$ cat config.mk
export PLATFORM = sky130hd
export DESIGN_NAME = ddr2b_sram
export DESIGN_NICKNAME = d
export VERILOG_FILES = /design/src/rtl/ddr2b_pkg.sv /design/src/rtl/ddr2b_beat_ctrl.sv /design/src/rtl/ddr2b_store.sv /design/src/rtl/ddr2b_read_out.sv /design/src/rtl/ddr2b_sram.sv
export SDC_FILE = /design/constraint.sdc
export NUM_CORES = 2
export LEC_CHECK = 0
export ABC_AREA = 1
export CORE_MARGIN = 2
export CORE_UTILIZATION = 40
export CTS_BUF_LIST = sky130_fd_sc_hd__clkbuf_4
export DETAILED_ROUTE_END_ITERATION = 10
export GPL_TIMING_DRIVEN = 0
export PLACE_DENSITY = 0.63
export SLEW_MARGIN = 10
export SYNTH_ARGS = -nofsm -noshare
export SYNTH_HDL_FRONTEND = slang
export SYNTH_SLANG_ARGS = --single-unit
$ cat constraint.sdc
create_clock -name clk -period 3 [get_ports clk]
set_clock_uncertainty 0.05 [all_clocks]
set_input_delay 0.6 -clock clk [delete_from_list [all_inputs] [get_ports clk]]
set_output_delay 0.6 -clock clk [all_outputs]
set_load 0.02 [all_outputs]
$ cat src/rtl/ddr2b_pkg.sv
package ddr2b_pkg;

    typedef enum logic [1:0] {
        OP_IDLE  = 2'd0,
        OP_READ  = 2'd1,
        OP_WRITE = 2'd2
    } burst_op_e;

    typedef enum logic {
        BEAT_RISE = 1'b0,
        BEAT_FALL = 1'b1
    } beat_e;

    function automatic burst_op_e decode_cmd(input logic strobe_n, input logic read_sel);
        if (strobe_n) begin
            return OP_IDLE;
        end
        return read_sel ? OP_READ : OP_WRITE;
    endfunction

    function automatic beat_e next_beat(input beat_e cur);
        return (cur == BEAT_RISE) ? BEAT_FALL : BEAT_RISE;
    endfunction

endpackage

$ cat src/rtl/ddr2b_beat_ctrl.sv
module ddr2b_beat_ctrl
    import ddr2b_pkg::*;
#(
    parameter int ADDR_W = 6
) (
    input  logic              clk,
    input  logic              rst,
    input  logic              load_n,
    input  logic              rd_sel,
    input  logic [ADDR_W-1:0] addr,
    output beat_e             beat,
    output burst_op_e         cur_op,
    output logic [ADDR_W-1:0] cur_addr
);

    burst_op_e         held_op;
    logic [ADDR_W-1:0] held_addr;

    always_ff @(posedge clk) begin
        if (rst) begin
            beat      <= BEAT_RISE;
            held_op   <= OP_IDLE;
            held_addr <= '0;
        end else begin
            beat <= next_beat(beat);
            if (beat == BEAT_RISE) begin
                held_op   <= cur_op;
                held_addr <= addr;
            end
        end
    end

    // Rising beat: decode the pins. Falling beat: replay the held command on the partner word.
    always_comb begin
        if (beat == BEAT_RISE) begin
            cur_op   = decode_cmd(load_n, rd_sel);
            cur_addr = addr;
        end else begin
            cur_op   = held_op;
            cur_addr = {held_addr[ADDR_W-1:1], ~held_addr[0]};
        end
    end

    assert_beat_alternates_R1: assert property (@(posedge clk) disable iff (rst)
        beat == BEAT_RISE |=> beat == BEAT_FALL);

    assert_fall_repeats_op_R2: assert property (@(posedge clk) disable iff (rst)
        beat == BEAT_FALL |-> cur_op == $past(cur_op));

    assert_partner_address_R3: assert property (@(posedge clk) disable iff (rst)
        (beat == BEAT_FALL && cur_op != OP_IDLE) |-> cur_addr == ($past(cur_addr) ^ ADDR_W'(1)));

endmodule

$ cat src/rtl/ddr2b_store.sv
module ddr2b_store
    import ddr2b_pkg::*;
#(
    parameter int ADDR_W = 6,
    parameter int WORD_W = 18,
    parameter int LANES  = 2
) (
    input  logic              clk,
    input  logic              rst,
    input  burst_op_e         op,
    input  logic [ADDR_W-1:0] addr,
    input  logic [WORD_W-1:0] wdata,
    input  logic [LANES-1:0]  lane_we_n,
    output logic [WORD_W-1:0] rd_word
);

    localparam int DEPTH  = 1 << ADDR_W;
    localparam int LANE_W = WORD_W / LANES;

    typedef struct packed {
        logic              valid;
        logic [LANES-1:0]  lanes;
        logic [ADDR_W-1:0] addr;
        logic [WORD_W-1:0] data;
    } wr_stage_t;

    logic [WORD_W-1:0] mem [DEPTH];
    wr_stage_t         stg;
    logic [WORD_W-1:0] arr_word;
    logic              hit;

    // Each beat's write is staged and committed one beat later.
    always_ff @(posedge clk) begin
        if (rst) begin
            stg <= '0;
        end else begin
            stg.valid <= (op == OP_WRITE);
            stg.lanes <= ~lane_we_n;
            stg.addr  <= addr;
            stg.data  <= wdata;
        end
    end

    always_ff @(posedge clk) begin
        for (int l = 0; l < LANES; l++) begin
            if (stg.valid && stg.lanes[l]) begin
                mem[stg.addr][l*LANE_W +: LANE_W] <= stg.data[l*LANE_W +: LANE_W];
            end
        end
    end

    assign arr_word = mem[addr];
    assign hit      = stg.valid && (stg.addr == addr);

    // Per-lane bypass of a commit that has not yet reached the array.
    for (genvar l = 0; l < LANES; l++) begin : g_lane
        assign rd_word[l*LANE_W +: LANE_W] = (hit && stg.lanes[l])
                                           ? stg.data[l*LANE_W +: LANE_W]
                                           : arr_word[l*LANE_W +: LANE_W];
    end

    // Checker state: remembers the last commit so its effect on the array can be observed.
    logic              chk_v;
    logic [LANES-1:0]  chk_lanes;
    logic [ADDR_W-1:0] chk_addr;
    logic [WORD_W-1:0] chk_data;

    always_ff @(posedge clk) begin
        if (rst) begin
            chk_v     <= 1'b0;
            chk_lanes <= '0;
            chk_addr  <= '0;
            chk_data  <= '0;
        end else begin
            chk_v     <= stg.valid;
            chk_lanes <= stg.lanes;
            chk_addr  <= stg.addr;
            chk_data  <= stg.data;
        end
    end

    for (genvar l = 0; l < LANES; l++) begin : g_chk
        assert_lane_committed_R6: assert property (@(posedge clk) disable iff (rst)
            (chk_v && chk_lanes[l]) |->
                mem[chk_addr][l*LANE_W +: LANE_W] == chk_data[l*LANE_W +: LANE_W]);
    end

endmodule

$ cat src/rtl/ddr2b_read_out.sv
module ddr2b_read_out
    import ddr2b_pkg::*;
#(
    parameter int WORD_W = 18
) (
    input  logic              clk,
    input  logic              rst,
    input  burst_op_e         op,
    input  logic [WORD_W-1:0] rd_word,
    input  logic              oclk_parked,
    output logic [WORD_W-1:0] rd_data,
    output logic              rd_drive
);

    logic              r1_v, r2_v;
    logic [WORD_W-1:0] r1_d, r2_d;

    always_ff @(posedge clk) begin
        if (rst) begin
            r1_v <= 1'b0;
            r2_v <= 1'b0;
            r1_d <= '0;
            r2_d <= '0;
        end else begin
            r1_v <= (op == OP_READ);
            r1_d <= (op == OP_READ) ? rd_word : '0;
            r2_v <= r1_v;
            r2_d <= r1_d;
        end
    end

    // Parked output clocks: tap the first stage. Otherwise tap the second.
    assign rd_drive = oclk_parked ? r1_v : r2_v;
    assign rd_data  = oclk_parked ? r1_d : r2_d;

    assert_released_after_reset_R1: assert property (@(posedge clk)
        rst |=> !rd_drive);

    assert_two_beat_window_R5: assert property (@(posedge clk) disable iff (rst)
        $rose(rd_drive) |=> rd_drive);

    assert_released_bus_zero_R8: assert property (@(posedge clk) disable iff (rst)
        !rd_drive |-> rd_data == '0);

endmodule

$ cat src/rtl/ddr2b_sram.sv
module ddr2b_sram
    import ddr2b_pkg::*;
#(
    parameter int ADDR_W = 6,
    parameter int WORD_W = 18,
    parameter int LANES  = 2
) (
    input  logic              clk,
    input  logic              rst,
    input  logic              load_n,
    input  logic              rd_sel,
    input  logic [ADDR_W-1:0] addr,
    input  logic [WORD_W-1:0] wr_data,
    input  logic [LANES-1:0]  lane_we_n,
    input  logic              oclk_parked,
    output logic [WORD_W-1:0] rd_data,
    output logic              rd_drive
);

    beat_e             beat;
    burst_op_e         cur_op;
    logic [ADDR_W-1:0] cur_addr;
    logic [WORD_W-1:0] rd_word;

    ddr2b_beat_ctrl #(.ADDR_W(ADDR_W)) u_ctrl (
        .clk      (clk),
        .rst      (rst),
        .load_n   (load_n),
        .rd_sel   (rd_sel),
        .addr     (addr),
        .beat     (beat),
        .cur_op   (cur_op),
        .cur_addr (cur_addr)
    );

    ddr2b_store #(.ADDR_W(ADDR_W), .WORD_W(WORD_W), .LANES(LANES)) u_store (
        .clk       (clk),
        .rst       (rst),
        .op        (cur_op),
        .addr      (cur_addr),
        .wdata     (wr_data),
        .lane_we_n (lane_we_n),
        .rd_word   (rd_word)
    );

    ddr2b_read_out #(.WORD_W(WORD_W)) u_out (
        .clk         (clk),
        .rst         (rst),
        .op          (cur_op),
        .rd_word     (rd_word),
        .oclk_parked (oclk_parked),
        .rd_data     (rd_data),
        .rd_drive    (rd_drive)
    );

endmodule

Yosys cells after proc, flatten, opt, wreduce, memory -nomap -nowiden --
Memory sizes are Yosys's and may differ from the RTL's. A register that Yosys moved wholly into a read port is not among the register bits. Index checks and enable logic that the tools add are counted.
Storage, ports and cells: bits in registers 56, bits in latches 0, bits in writable memories 1152, ROM bits 0, bits of input ports 31, output and inout port bits 19, logic and storage cells 33, memories 1
Cells by class: add/subtract/negate cells 0, multipliers 0, divide/modulo/power cells 0, magnitude comparators 0, equal/unequal tests 2, shift-type cells 0, mux-type cells 14, bitwise logic cells 3, reduce and logical (&&, ||, !) cells 3
Memories:
- u_store.mem | words 64, bits a word 18, rd ports 1, clocked after memory_dff 1, write ports 1, line ddr2b_store.sv:27 | logic [WORD_W-1:0] mem [DEPTH];
Operators by type and width (count):
- $mux 18 | 1
- $mux 1 | 8
- $mux 2 | 4
- $mux 6 | 1
- $eq 2x1->1 const B | 1
- $eq 2x2->1 const B | 1
- $logic_and 1x1->1 | 2
- $not 1->1 | 2
- $not 2->2 | 1
- $reduce_or 2->1 | 1

Depth between registers and ports, before layout --
word-level depth 7, gate-level depth with buffers 16, depth with buffers taken out 13

Modules after synthesis --
Synthesis repeated with hierarchy kept, for this count alone.
Second synthesis, totals: cell total of the unflattened synthesis 4320, area total of the unflattened synthesis 49691.4 um^2
Modules (own cells, without submodules):
- ddr2b_store | times used 1, cells each 4109, area each 48023.6 um^2, sequential area each 35133.7 um^2
- ddr2b_read_out | times used 1, cells each 161, area each 1306.3 um^2, sequential area each 760.7 um^2
- ddr2b_beat_ctrl | times used 1, cells each 50, area each 361.6 um^2, sequential area each 180.2 um^2

Worst setup path after synthesis --
No wires, ideal clock.
path type register to register, start point register u_store.stg[21] (netlist name), end point memory u_store.mem[32][0], enable pin, library setup time 387 ps, arrival 1789 ps, required time 2563 ps, path slack 774 ps, cell stages (with the launch flop) 5, path buffers 1, clock period less this slack 2226 ps, cells stage by stage dfxtp_1 -> clkbuf_1 -> nor3_1 -> clkinv_1 -> nor3_1
RTL lines:
- start, declared | line ddr2b_store.sv:28 | wr_stage_t stg;
- end, declared | line ddr2b_store.sv:27
Straight into the memory's write port.

Worst setup path in the final report --
start point register u_store.stg[18] (netlist name), end point memory u_store.mem[6][13], enable pin
Straight into the memory's write port.

==> flow_metrics.py <==
metrics = {
    "outcome": {
        "status": "complete, but fails checks",
        "failed_checks": "DRC, setup timing",
    },
    "cts": {
        "cts-root-buf": "clkbuf_4",
        "cts_buffers": 340,
        "cts_sinks": 1226,
        "clkLatencyLatePin_ns": 1.32,
        "h-tree-depth": 5,
        "cts_tree": "yes",
        "cts.path.max_buffers": 4,
        "clkTransAtPathRegs_ns": 0.06,
    },
    "timing": {
        "rsz0062_at_grt": "true",
        "setup-tns-final_ns": -27.42,
        "post-route-period-util": 1.10,
        "post-route-min-period_ns": 3.29,
        "worstMarginPinSlew_ns": 1.19,
        "hold_violations": 0,
        "max_freq_mhz": 304,
        "finalSetupViolCount": 282,
        "setup_ws_ns": -0.291,
        "slew_viol_final": 0,
        "slew_headroom": 0.200,
    },
    "floorplan": {
        "die_w_um": 369,
        "die_y_um": 369,
        "io_pins": 50,
        "rows": 133,
        "initial_utilization": 0.404,
        "die_area_um2": 136000,
        "core_area_um2": 132000,
    },
    "cells_and_area": {
        "areaGrowthSynthToFinish_pct": 18.4,
        "final_area_um2": 63100,
        "final_util": 0.479,
        "final_common_cell": "nand2_1",
        "fill_cells": 12100,
        "final_cell_mix": "nand2_1, edfxtp_1, nand3_1",
        "nets": 5830,
        "drive_gt1_frac": 0.179,
    },
    "synthesis": {
        "synth.top_cell.area_share": 0.649,
        "synth-edff-count": 1152,
        "synth_cells": 5257,
        "yosysSeqAreaShare": 0.677,
        "synth_area_leaders": "edfxtp_1, nand3_1, nand2_1, inv_1, dfxtp_1",
        "avgSynthCellArea_um2": 10.1,
        "ys_warn_count": 0,
        "synth-seq-cells": 1226,
        "async_flop_share": 0,
        "yosys.area.top_type": "edfxtp_1",
        "netlist_area_um2": 53300,
        "synth_nets": 5288,
        "ys_types": 29,
        "synthFlopType": "edfxtp_1",
    },
    "placed_design": {
        "port_buffers": 47,
        "place_ws_ns": -1.35,
        "routabilityCongestion": 1.03,
        "placed_area_um2": 57900,
        "place_hpwl_um": 147000,
    },
    "worst_hold_path": {
        "hold_end": "u_ctrl.held_op[1]",
        "min_path_type": "in2reg",
        "min_from": "load_n",
        "whs_path_depth": 6,
    },
    "pwr": {
        "intPower_w": 0.0276,
        "combinationalPowerShare": 0.121,
        "fin_total_pwr_w": 0.0384,
        "p_per_area_nw_per_um2": 609,
        "clkPwrFrac": 0.386,
        "swShare": 0.282,
        "seq_power_share": 0.493,
        "switchingPower_w": 0.0108,
        "p_leak_nw": 27.2,
        "irDropWorstVdd_v": 0.000348,
    },
    "worst_setup_path": {
        "path_buf_inv": 3,
        "cpMaxStageDelayCell": "nor3_2",
        "cp_slowest_stage_delay_ns": 0.78,
        "crit_path_start": "u_store.stg[18]",
        "crit_chain": "clkbuf_1 > nor3_2 > clkinv_2 > nor3_2 > buf_6",
        "cp_max_fo": 10,
        "crit_arrival_ns": 4.17,
        "path_common_cell": "nor3_2",
        "start_kind": "flip-flop",
        "r2r-start": "u_store.stg[18]",
        "reg2reg_depth": 5,
        "endpoint_kind": "flip-flop",
        "path_class": "reg2reg",
        "worst-path-stages": 5,
        "worstPathRequired_ns": 3.88,
        "r2r-end": "u_store.mem[6][13]",
        "critical-path-top-delay-family": "simple AND/OR/NAND/NOR gates",
        "reg2reg_slack_ns": -0.29,
    },
    "global_route": {
        "globalRouteOverflowTotal": 0,
        "grt_pass1_wl_um": 286000,
        "grt_usage": 0.304,
        "grt_max_degree": 66,
        "antenna_found_initial": 15,
        "grt_pass1_vias": 38900,
    },
    "drt": {
        "vias_per_cell": 5.44,
        "vias": 42500,
        "drt-initial-drc-count": 6568,
        "drc": 2,
        "postRouteAntennaNets": 0,
        "firstDrtPassIters": 11,
        "totalWireLength_um": 210000,
        "wire_per_inst_um": 26.9,
    },
    "flow_run": {
        "max-cap-violations": 0,
    },
}
what timing repair did:
action / 4_1_cts / 5_1_grt
setup endpoints to repair: 419 / 223
hold buffers: 22 / 0
setup buffers: 4 / 3
pin swaps: 1 / 2
hold endpoints to repair: 23 / 0
resized for setup: 185 / 125
gates cloned: 0 / 0
cell usage after synthesis, types with 2 or more instances:
cell type,count
clkbuf_1,85
nand4_1,2
o21ai_1,11
nand2_4,2
o21a_1,2
edfxtp_1,1152
buf_1,40
dfxtp_1,74
nor2_1,88
buf_6,3
o21ai_0,9
buf_4,27
nor3_1,116
nand3b_1,18
nand2_1,1295
nand3b_2,2
or2_1,2
clkinv_1,7
nand3_1,1144
a21oi_1,20
inv_1,1005
buf_2,146
power groups by stage:
| stage | logic (W) | clock network (W) | registers (W) |
|---|---|---|---|
| after floorplan | 0.00209 | 0 | 0.0192 |
| after detailed placement | 0.00423 | 0 | 0.0193 |
| after global placement | 0.00401 | 0 | 0.0194 |
| after global routing | 0.00474 | 0.0158 | 0.0189 |
| final | 0.00465 | 0.0148 | 0.0189 |
| after CTS | 0.00435 | 0.0149 | 0.0189 |
final cells by class:
type	instances	area (µm²)	share of cell area
antenna	7	17.5	0.000278
clock buffer	505	3790	0.0601
sequential	1226	36100	0.573
tap	1755	2200	0.0348
timing repair buffer	203	2070	0.0328
clock inverter	78	335	0.00532
inverter	1013	3820	0.0606
buffer	298	1760	0.0278
multi-input combinational	2717	13000	0.205
routing by layer:
metal	global-route usage	routed length, µm	vias up
met1	0.382	76000	20000
li1	-	-	18500
met5	0.00321	182	-
met3	0.114	30400	694
met4	0.170	12500	18
met2	0.449	90600	3265
how the worst max path moves through the flow:
stage                          endpoint  slack (ns)
floorplan            u_store.mem[32][0]        0.77
global placement    u_store.mem[10][12]       -1.94
detailed placement       u_out.r1_d[16]       -1.35
CTS                 u_store.mem[11][12]       -0.02
global route          u_store.mem[3][6]       -0.16
finish               u_store.mem[6][13]       -0.29
stage by stage:
step,hold slack [ns],std cells
2_1_floorplan,0.360,5257
3_3_place_gp,0.368,7059
3_5_place_dp,0.368,7186
4_1_cts,0.0150,7792
5_1_grt,0.137,7801
6_report,0.174,7802
flip-flops by register name, summed over array words and instances (netlist names):
signal and count:
u_ctrl.beat 1, u_ctrl.held_addr 6, u_ctrl.held_op 2, u_out.r1_d 18, u_out.r1_v 1, u_out.r2_d 18, u_out.r2_v 1, u_store.mem 1152
u_store.stg 27
tightest hold or removal path, stage by stage:
cell and delay, ns:
clkdlybuf4s50_1 0.49, inv_1 0.05, nand2_1 0.06, o21ai_0 0.13
inv_1 0.08, nor2_1 0.04
cell families after synthesis:
group                  share of synthesized area
buffers and inverters                     0.0984
XOR/XNOR                                0.000164
flip-flops                                 0.677
AND/OR/NAND/NOR                            0.220
AO/OA/AOI/OAI                            0.00465
(Power assumes the default switching activity.)
